[config.mk]
export PLATFORM = sky130hd
export DESIGN_NAME = ascii_ram_cmd
export DESIGN_NICKNAME = d
export VERILOG_FILES = /design/src/rtl/ascii_ram_pkg.sv /design/src/rtl/word_ram.sv /design/src/rtl/cmd_parser.sv /design/src/rtl/reply_gen.sv /design/src/rtl/ascii_ram_cmd.sv
export SDC_FILE = /design/constraint.sdc
export NUM_CORES = 2
export LEC_CHECK = 0
export CAP_MARGIN = 20
export CORE_MARGIN = 4
export CORE_UTILIZATION = 45
export DETAILED_ROUTE_END_ITERATION = 8
export SLEW_MARGIN = 25
export SYNTH_ARGS = -nofsm -noshare
export SYNTH_HDL_FRONTEND = slang
export SYNTH_SLANG_ARGS = --single-unit
[constraint.sdc]
create_clock -name clk -period 6 [get_ports clk]
set_clock_uncertainty 0.1 [all_clocks]
set_input_delay 0.9 -clock clk [delete_from_list [all_inputs] [get_ports clk]]
set_output_delay 0.9 -clock clk [all_outputs]
set_load 0.05 [all_outputs]
[src/rtl/ascii_ram_pkg.sv]
package ascii_ram_pkg;

    typedef enum logic [1:0] {KW_NONE, KW_WRITE, KW_READ} kw_e;
    typedef enum logic [1:0] {REP_OK, REP_BAD, REP_VAL} rep_e;
    typedef enum logic [2:0] {PS_KEY, PS_ADDR, PS_DATA, PS_EXEC, PS_START, PS_WAIT} pst_e;
    typedef enum logic [2:0] {RS_IDLE, RS_TEXT, RS_DIG, RS_CR, RS_LF} rst_e;

    localparam logic [7:0] CH_CR    = 8'h0D;
    localparam logic [7:0] CH_LF    = 8'h0A;
    localparam logic [7:0] CH_COLON = 8'h3A;
    localparam logic [7:0] CH_COMMA = 8'h2C;

    function automatic logic [7:0] to_lower(input logic [7:0] b);
        return (b >= 8'h41 && b <= 8'h5A) ? (b | 8'h20) : b;
    endfunction

    function automatic logic is_digit(input logic [7:0] b);
        return (b >= 8'h30 && b <= 8'h39);
    endfunction

endpackage

[src/rtl/word_ram.sv]
module word_ram #(
    parameter int AW = 8,
    parameter int DW = 16
) (
    input  logic          clk,
    input  logic          we,
    input  logic          re,
    input  logic [AW-1:0] addr,
    input  logic [DW-1:0] wdata,
    output logic [DW-1:0] rdata
);
    localparam int DEPTH = 1 << AW;

    logic [DW-1:0] mem [DEPTH];
    logic [DW-1:0] rdata_q;

    always_ff @(posedge clk) begin
        if (we) mem[addr] <= wdata;
        if (re) rdata_q <= mem[addr];
    end

    assign rdata = rdata_q;
endmodule

[src/rtl/cmd_parser.sv]
module cmd_parser
    import ascii_ram_pkg::*;
#(
    parameter int AW = 8,
    parameter int DW = 16
) (
    input  logic          clk,
    input  logic          rst_n,
    input  logic [7:0]    rx_data,
    input  logic          rx_valid,
    output logic          rx_ready,
    input  logic          busy,
    output logic          exec,
    output logic          start,
    output logic          is_wr,
    output logic          err,
    output logic [AW-1:0] addr,
    output logic [DW-1:0] data,
    output logic          led_red,
    output logic          led_green
);
    localparam logic [DW+3:0] VMAX = (DW+4)'((1 << DW) - 1);
    localparam logic [DW-1:0] AMAX = DW'((1 << AW) - 1);

    typedef struct packed {
        pst_e          st;
        logic [39:0]   kw;
        logic [2:0]    kwn;
        kw_e           kind;
        logic          bad;
        logic [DW-1:0] num;
        logic          num_ovf;
        logic          num_any;
        logic [AW-1:0] addr;
        logic [DW-1:0] data;
        logic          err;
        logic          wr;
        logic          red;
        logic          green;
    } pst_t;

    pst_t q, d;
    logic [DW+3:0] acc;
    logic          fire;
    logic          num_bad;

    always_comb begin
        d       = q;
        fire    = rx_valid && rx_ready;
        acc     = ({4'b0, q.num} << 3) + ({4'b0, q.num} << 1) + {{DW{1'b0}}, rx_data[3:0]};
        num_bad = !q.num_any || q.num_ovf || (q.num > AMAX);
        unique case (q.st)
            PS_KEY: if (fire) begin
                if (rx_data == CH_LF) begin
                    d.err = 1'b1;
                    d.wr  = 1'b0;
                    d.st  = PS_EXEC;
                end else if (rx_data == CH_COLON) begin
                    if (q.kwn == 3'd5 && q.kw == "write")          d.kind = KW_WRITE;
                    else if (q.kwn == 3'd4 && q.kw[31:0] == "read") d.kind = KW_READ;
                    else                                            d.kind = KW_NONE;
                    d.st = PS_ADDR;
                end else if (rx_data != CH_CR) begin
                    d.kw = {q.kw[31:0], to_lower(rx_data)};
                    if (q.kwn < 3'd6) d.kwn = q.kwn + 3'd1;
                end
            end
            PS_ADDR, PS_DATA: if (fire) begin
                if (is_digit(rx_data)) begin
                    d.num_any = 1'b1;
                    if (q.num_ovf || acc > VMAX) d.num_ovf = 1'b1;
                    else                         d.num = acc[DW-1:0];
                end else if (rx_data == CH_COMMA) begin
                    if (q.st == PS_ADDR && q.kind == KW_WRITE) begin
                        d.bad     = q.bad || num_bad;
                        d.addr    = q.num[AW-1:0];
                        d.num     = '0;
                        d.num_ovf = 1'b0;
                        d.num_any = 1'b0;
                        d.st      = PS_DATA;
                    end else begin
                        d.bad = 1'b1;
                    end
                end else if (rx_data == CH_LF) begin
                    d.st = PS_EXEC;
                    if (q.st == PS_ADDR) begin
                        d.wr   = 1'b0;
                        d.addr = q.num[AW-1:0];
                        d.err  = q.bad || num_bad || (q.kind != KW_READ);
                    end else begin
                        d.wr   = 1'b1;
                        d.data = q.num;
                        d.err  = q.bad || !q.num_any || q.num_ovf;
                    end
                end else if (rx_data != CH_CR) begin
                    d.bad = 1'b1;
                end
            end
            PS_EXEC: begin
                d.red   = q.err;
                d.green = !q.err;
                d.st    = PS_START;
            end
            PS_START: d.st = PS_WAIT;
            PS_WAIT: if (!busy) begin
                d.st      = PS_KEY;
                d.kw      = '0;
                d.kwn     = '0;
                d.kind    = KW_NONE;
                d.bad     = 1'b0;
                d.num     = '0;
                d.num_ovf = 1'b0;
                d.num_any = 1'b0;
            end
            default: d.st = PS_KEY;
        endcase
    end

    always_ff @(posedge clk or negedge rst_n) begin
        if (!rst_n) q <= '{st: PS_KEY, kind: KW_NONE, default: '0};
        else        q <= d;
    end

    assign rx_ready  = (q.st == PS_KEY) || (q.st == PS_ADDR) || (q.st == PS_DATA);
    assign exec      = (q.st == PS_EXEC);
    assign start     = (q.st == PS_START);
    assign is_wr     = q.wr;
    assign err       = q.err;
    assign addr      = q.addr;
    assign data      = q.data;
    assign led_red   = q.red;
    assign led_green = q.green;
endmodule

[src/rtl/reply_gen.sv]
module reply_gen
    import ascii_ram_pkg::*;
#(
    parameter int DW = 16
) (
    input  logic          clk,
    input  logic          rst_n,
    input  logic          start,
    input  rep_e          kind,
    input  logic [DW-1:0] value,
    input  logic          tx_ready,
    output logic          tx_valid,
    output logic [7:0]    tx_data,
    output logic          busy
);
    function automatic int digits_for(input int w);
        longint m = (longint'(1) << w) - 1;
        int n = 1;
        while (m >= 10) begin
            m = m / 10;
            n++;
        end
        return n;
    endfunction

    localparam int NDIG = digits_for(DW);
    localparam int PW   = (NDIG > 1) ? $clog2(NDIG) : 1;

    localparam logic [39:0] TXT_OK  = "WR OK";
    localparam logic [95:0] TXT_BAD = "Bad Command!";
    localparam logic [39:0] TXT_VAL = "DATA=";

    function automatic logic [DW-1:0] pow10(input int k);
        longint r = 1;
        for (int i = 0; i < k; i++) r = r * 10;
        return DW'(r);
    endfunction

    function automatic logic [3:0] msg_len(input rep_e k);
        return (k == REP_BAD) ? 4'd12 : 4'd5;
    endfunction

    function automatic logic [7:0] msg_char(input rep_e k, input logic [3:0] i);
        unique case (k)
            REP_BAD: return TXT_BAD[8*(11 - int'(i)) +: 8];
            REP_VAL: return TXT_VAL[8*(4 - int'(i)) +: 8];
            default: return TXT_OK[8*(4 - int'(i)) +: 8];
        endcase
    endfunction

    typedef struct packed {
        rst_e          st;
        rep_e          kind;
        logic [3:0]    idx;
        logic [DW-1:0] rem;
        logic [PW-1:0] pos;
        logic [3:0]    dig;
        logic          started;
        logic          tv;
        logic [7:0]    td;
    } rst_t;

    rst_t q, d;
    logic can;
    logic [DW-1:0] pw;

    always_comb begin
        d   = q;
        can = !q.tv;
        pw  = pow10(int'(q.pos));
        if (q.tv && tx_ready) d.tv = 1'b0;
        unique case (q.st)
            RS_IDLE: if (start) begin
                d.kind    = kind;
                d.rem     = value;
                d.idx     = '0;
                d.pos     = PW'(NDIG - 1);
                d.dig     = '0;
                d.started = 1'b0;
                d.st      = RS_TEXT;
            end
            RS_TEXT: if (can) begin
                d.tv = 1'b1;
                d.td = msg_char(q.kind, q.idx);
                if (q.idx == msg_len(q.kind) - 4'd1) d.st = (q.kind == REP_VAL) ? RS_DIG : RS_CR;
                else                                  d.idx = q.idx + 4'd1;
            end
            RS_DIG: begin
                if (q.rem >= pw) begin
                    d.rem = q.rem - pw;
                    d.dig = q.dig + 4'd1;
                end else if (can) begin
                    if (q.dig != 4'd0 || q.started || q.pos == '0) begin
                        d.tv      = 1'b1;
                        d.td      = 8'h30 + {4'h0, q.dig};
                        d.started = 1'b1;
                    end
                    d.dig = '0;
                    if (q.pos == '0) d.st = RS_CR;
                    else             d.pos = q.pos - PW'(1);
                end
            end
            RS_CR: if (can) begin
                d.tv = 1'b1;
                d.td = CH_CR;
                d.st = RS_LF;
            end
            RS_LF: if (can) begin
                d.tv = 1'b1;
                d.td = CH_LF;
                d.st = RS_IDLE;
            end
            default: d.st = RS_IDLE;
        endcase
    end

    always_ff @(posedge clk or negedge rst_n) begin
        if (!rst_n) q <= '{st: RS_IDLE, kind: REP_OK, default: '0};
        else        q <= d;
    end

    assign tx_valid = q.tv;
    assign tx_data  = q.td;
    assign busy     = (q.st != RS_IDLE) || q.tv;
endmodule

[src/rtl/ascii_ram_cmd.sv]
module ascii_ram_cmd
    import ascii_ram_pkg::*;
#(
    parameter int AW = 8,
    parameter int DW = 16
) (
    input  logic       clk,
    input  logic       rst_n,
    input  logic [7:0] rx_data,
    input  logic       rx_valid,
    output logic       rx_ready,
    output logic [7:0] tx_data,
    output logic       tx_valid,
    input  logic       tx_ready,
    output logic       led_red,
    output logic       led_green
);
    logic          busy, exec, start, is_wr, err;
    logic [AW-1:0] addr;
    logic [DW-1:0] data, rdata;
    rep_e          kind;

    cmd_parser #(.AW(AW), .DW(DW)) u_parse (
        .clk(clk), .rst_n(rst_n), .rx_data(rx_data), .rx_valid(rx_valid),
        .rx_ready(rx_ready), .busy(busy), .exec(exec), .start(start),
        .is_wr(is_wr), .err(err), .addr(addr), .data(data),
        .led_red(led_red), .led_green(led_green)
    );

    word_ram #(.AW(AW), .DW(DW)) u_mem (
        .clk(clk), .we(exec && !err && is_wr), .re(exec && !err && !is_wr),
        .addr(addr), .wdata(data), .rdata(rdata)
    );

    assign kind = err ? REP_BAD : (is_wr ? REP_OK : REP_VAL);

    reply_gen #(.DW(DW)) u_reply (
        .clk(clk), .rst_n(rst_n), .start(start), .kind(kind), .value(rdata),
        .tx_ready(tx_ready), .tx_valid(tx_valid), .tx_data(tx_data), .busy(busy)
    );
endmodule

# [Yosys cells after proc, flatten, opt, wreduce, memory -nomap -nowiden]
# Memories as Yosys holds them, arrays and structs flattened. A register that Yosys moved wholly into a read port is not among the register bits.
# Index checks and enable logic that the tools add are counted.
[classes] addsub=11 n_bitwise=3 n_reduce_logical=58 shifts=3 order_cmp=15 eq_ne=57 mux=80
[ops] op="16-bit 2-to-1 mux" count=10
[ops] op="96-bit by 32-bit indexed part select with 8-bit output (first input constant)" count=1
[ops] op="45-bit 2-to-1 mux" count=2
[ops] op="45-bit one-hot mux with 2 select lines" count=1
[ops] op="43-bit 2-to-1 mux" count=2
[ops] op="40-bit by 32-bit indexed part select with 8-bit output (first input constant)" count=2
[ops] op="26-bit 2-to-1 mux" count=3
[ops] op="67-bit 2-to-1 mux" count=1
[ops] op="18-bit 2-to-1 mux" count=3
[ops] op="3-bit 2-to-1 mux" count=17
[ops] op="48-bit 2-to-1 mux" count=1
[ops] op="24-bit one-hot mux with 2 select lines" count=1
[ops] op="40-bit by 39-bit equality test with 1-bit output (second input constant)" count=1
[ops] op="19-bit one-hot mux with 2 select lines" count=1
[ops] op="9-bit one-hot mux with 4 select lines" count=1
[ops] op="6-bit AND reduction" count=6
[ops] op="33-bit 2-to-1 mux" count=1
[ops] op="32-bit by 31-bit equality test with 1-bit output (second input constant)" count=1
[ops] op="2-bit inequality test (second input constant)" count=15
[ops] op="3-bit one-hot mux with 5 select lines" count=2
[ops] op="7-bit AND reduction" count=4
[ops] op="9-bit 2-to-1 mux" count=3
[ops] op="2-bit by 1-bit inequality test with 1-bit output (second input constant)" count=11
[ops] op="19-bit by 17-bit adder with 20-bit output" count=1
[ops] op="other kinds (55)" count=136
[totals] wordCells=251 register_bits=137 ramBits=4096 n_memories=1 out_inout_bits=12
[mem_list] name="u_mem.mem" words=256 width=16 read_ports=1 rd_ports_with_merged_regs=1 wr=1 line="word_ram.sv:14" source="logic [DW-1:0] mem [DEPTH];"

# [Logic depth before layout (Yosys ltp)]
[logic_depth] depth_word=11 ltp_mapped=13 depth_no_buf=11

# [Hierarchy]
# A second synthesis with hierarchy kept.
[unflattened] cells_unflattened=7770 area_unflattened_um2=164720.5
[by_module_without_submodules] mod="word_ram" cells_each=6727 seq_area_each_um2=123478.4 n_inst=1 area_each_um2=155559.2
[by_module_without_submodules] mod="cmd_parser" cells_each=607 seq_area_each_um2=2377.3 n_inst=1 area_each_um2=5666.7
[by_module_without_submodules] mod="reply_gen" cells_each=433 seq_area_each_um2=1026.0 n_inst=1 area_each_um2=3474.6
[by_module_without_submodules] mod="ascii_ram_cmd" cells_each=3 seq_area_each_um2=0.0 n_inst=1 area_each_um2=20.0

# [Worst setup path before layout]
# OpenSTA, ideal clock, no wires.
[synth_timing] kind="reg-to-reg" startpoint="register u_parse.q, in the netlist u_parse.data[0]" endpoint="memory u_mem.mem[0][0], data pin" period_less_slack_ns=4.084 arrival_time_ns=3.181 n_path_buf=0 stages_incl_launch_ff=1 setup_slack_ns=1.916 setup_ns=0.803 t_required_ns=5.097 path_cell_list="dfrtp_1"
[synth_lines] element="start: declaration" line="cmd_parser.sv:42" source="pst_t q, d;"
[synth_lines] element="start signal: assignment" line="cmd_parser.sv:120" source="if (!rst_n) q <= '{st: PS_KEY, kind: KW_NONE, default: '0};"
[synth_lines] element="start signal: assignment" line="cmd_parser.sv:121" source="else q <= d;"
[synth_lines] element="end: declaration" line="word_ram.sv:14"
# Straight into the memory's write port.

==> flow_metrics.tcl <==
set metrics [dict create \
    status "completed" \
    synth_ff_type "edfxtp_1" \
    first_global_vias 82870 \
    place.gp.congestion 0.8810 \
    rows 222 \
    critical_path_class "reg2reg" \
    hp-class "reg2reg" \
    cp_num_cells 8 \
    wl_per_cell_um 34.08 \
    hold_depth 2 \
    finalWirelength_um 456200 \
    fmax_mhz 207.0 \
    cts_tree "done" \
    synthCells 7671 \
    vias_per_cell 6.264 \
    clk_latency_ns 0.99 \
    slowest_delay_ns 0.88 \
    drive_above_1_share_pct 28.78 \
    clk_pin_slew_ns 0.06 \
    rrSetupSlack_ns 1.17 \
    maxCapViolCount 0 \
    antenna_found_initial 20 \
    preCtsSetupSlack_ns 1.003 \
    ys_ff_latch 4248 \
    slew_headroom_pct 13.15 \
    gr-total-overflow 0 \
    slew_viol_final 0 \
    dp.cells 12580 \
    use_met3_pct 4.933 \
    timing.rr.start "u_parse.addr[5]" \
    yosysMostFrequentCell "edfxtp_1" \
    grt_max_degree 209 \
    synth_common_cells "edfxtp_1 (4112), mux4_2 (1082), nor2_1 (357)" \
    core_region_area_um2 365800 \
    layout.cells.non_filler 13390 \
    worstRegToRegCells 8 \
    worstPathArrival_ns 5.42 \
    min_to "u_parse.q[91]" \
    cts_max_level 5 \
    drt_iter0_drc 12200 \
    dr.pass1.iters 5 \
    cts.sinks 4248 \
    drc 0 \
    syn_area_um2 165400 \
    setup_viol 0 \
    worst_setup_path_start_kind "flip-flop" \
    grtUsageMet2_pct 36.66 \
    min_from "u_parse.q[91]" \
    synth_warnings 0 \
    place_area_um2 174600 \
    end_kind "flip-flop" \
    synth.area.top_cells "edfxtp_1 (75%), mux4_2 (15%), dfrtp_1 (2.1%)" \
    synthDistinctLibCells 77 \
    cts_root_buf "clkbuf_16" \
    place_hpwl_um 271200 \
    path_max_fanout 11 \
    worst_pin_slew_ns 1.303 \
    floorplan.die.width_um 614.3 \
    clockBufferDepth 4 \
    p_per_area_nw_per_um2 328.4 \
    synth-edff-count 4112 \
    layout.nets 8274 \
    vdd_drop_max_v 0.0002486 \
    yosysTopAreaCell "edfxtp_1" \
    numCtsBuffers 426 \
    r2r-end "u_mem.rdata[9]" \
    fin_crit_ns 4.832 \
    grt_pass1_wl_um 642700 \
    fillers 28290 \
    die-area_um2 377300 \
    crit_start "u_parse.addr[5]" \
    ant_nets 0 \
    fin_area_um2 188600 \
    path_buf_inv 2 \
    syn_nets 7744 \
    period_share_pct 80.53 \
    worst_path_max_delay_cell "nand2_2" \
    critPathTopFamily "compound AO/OA/AOI/OAI gates" \
    tns_ns 0 \
    fin_ws_ns 1.168 \
    grtUsageMet1_pct 34.36 \
    crit_chain "clkinv_1, nand2_2, buf_4, a2111oi_0, a211oi_1, o21ai_0, o311ai_0, o21bai_1" \
    die_h_um 614.3 \
    synth-seq-area-share_pct 76.71 \
    netlist.area_leader.share_pct 74.65 \
    busiest_layer "met2" \
    hold_violations 0 \
    io_buffers 22 \
    syn_avg_cell_area_um2 21.56 \
    start_util_pct 45.22 \
    rsz0062_at_grt "no" \
    synthArstFlopShare_pct 3.202 \
    track_usage_pct 23.75 \
    vias 83860 \
    required_ns 6.59 \
    syn_to_final_growth_pct 14.05 \
    p_leak_nw 57.59 \
    ios 24 \
]
[layout by cell type (no fill, tap or decap), types with 34 or more instances in the layout]
cell type	instances
bufinv_16	47
edfxtp_1	4112
clkbuf_1	81
o21ai_0	106
buf_12	48
o22ai_1	72
a22o_1	70
a221oi_1	69
a22oi_1	173
clkbuf_16	435
ha_1	58
a21oi_1	121
nor2_1	197
clkinv_2	88
mux4_2	1082
nor2_2	146
nor3_1	41
dfrtp_1	115
clkinv_1	106
nand3_1	62
mux2i_1	114
inv_1	34
buf_4	457
nand2_1	233
[area by class of cell]
class,count,area (µm²),share of cell area (%)
Multi-Input combinational cell,2950,36820,19.52
Antenna cell,6,15.01,0.007959
Clock buffer,517,11200,5.939
Inverter,36,142.6,0.07561
Tap cell,4816,6026,3.194
Sequential cell,4248,127000,67.30
Timing Repair Buffer,539,4810,2.550
Clock inverter,275,2665,1.413
[power by group]
group,switching (W),internal (W),total [W]
registers,0.000407,0.0323,0.0327
logic,0.00166,0.00101,0.00267
clock network,0.0112,0.0153,0.0265
[worst register-to-register path, stage by stage, from the launching register on]
cell	delay [ns]
dfrtp_2	0.65
clkinv_1	0.81
nand2_2	0.89
buf_4	0.38
a2111oi_0	0.10
a211oi_1	0.65
o21ai_0	0.49
o311ai_0	0.31
o21bai_1	0.15
[registers in the layout (all words and copies together) (netlist names)]
signal / count
u_reply.tx_valid: 1
u_parse.is_wr: 1
u_parse.led_green: 1
u_parse.addr: 8
u_parse.data: 16
u_parse.err: 1
u_parse.led_red: 1
u_mem.rdata: 16
u_parse.q: 67
u_mem.mem: 4096
u_reply.tx_data: 7
u_reply.q: 33
[per-layer routing]
metal | wire, µm | vias up
li1 | - | 33480
met1 | 181900 | 45320
met2 | 213500 | 4393
met3 | 45430 | 668
met4 | 15330 | 2
met5 | 34 | -
[cell families after synthesis]
group	synth area share [%]
XOR/XNOR	0.1218
buffers and inverters	1.416
multiplexers	15.68
adder cells (fa/ha/maj)	0.4750
other	0.002267
AO/OA/AOI/OAI	3.217
AND/OR/NAND/NOR	2.376
flip-flops	76.71
[worst max path at each step]
stage                                 end  slack (ns)
after floorplan           u_mem.mem[0][0]        1.92
after global placement      u_parse.q[31]        0.78
after detailed placement    u_parse.q[45]        1.00
after CTS                  u_mem.rdata[6]        1.09
after global routing       u_mem.rdata[6]        1.10
final                      u_mem.rdata[9]        1.17
[stage by stage]
stage | total power (W) | hold WS, ns | util (%)
4_1_cts | 0.06234 | 0.3856 | 51.53
3_3_place_gp | 0.03587 | 0.3566 | 47.69
6_report | 0.06195 | 0.3837 | 51.57
5_1_grt | 0.06398 | 0.4109 | 51.56
3_5_place_dp | 0.03598 | 0.3711 | 47.74
2_1_floorplan | 0.03520 | 0.3412 | -
[what timing repair did]
item | 4_1_cts | 5_1_grt
resized for setup | 0 | 0
setup buffers | 0 | 0
endpoints found under the hold margin | 86 | 0
hold buffers | 1 | 0
setup endpoints to repair | 0 | 0
Note: power is estimated with default switching activity, not from simulation.
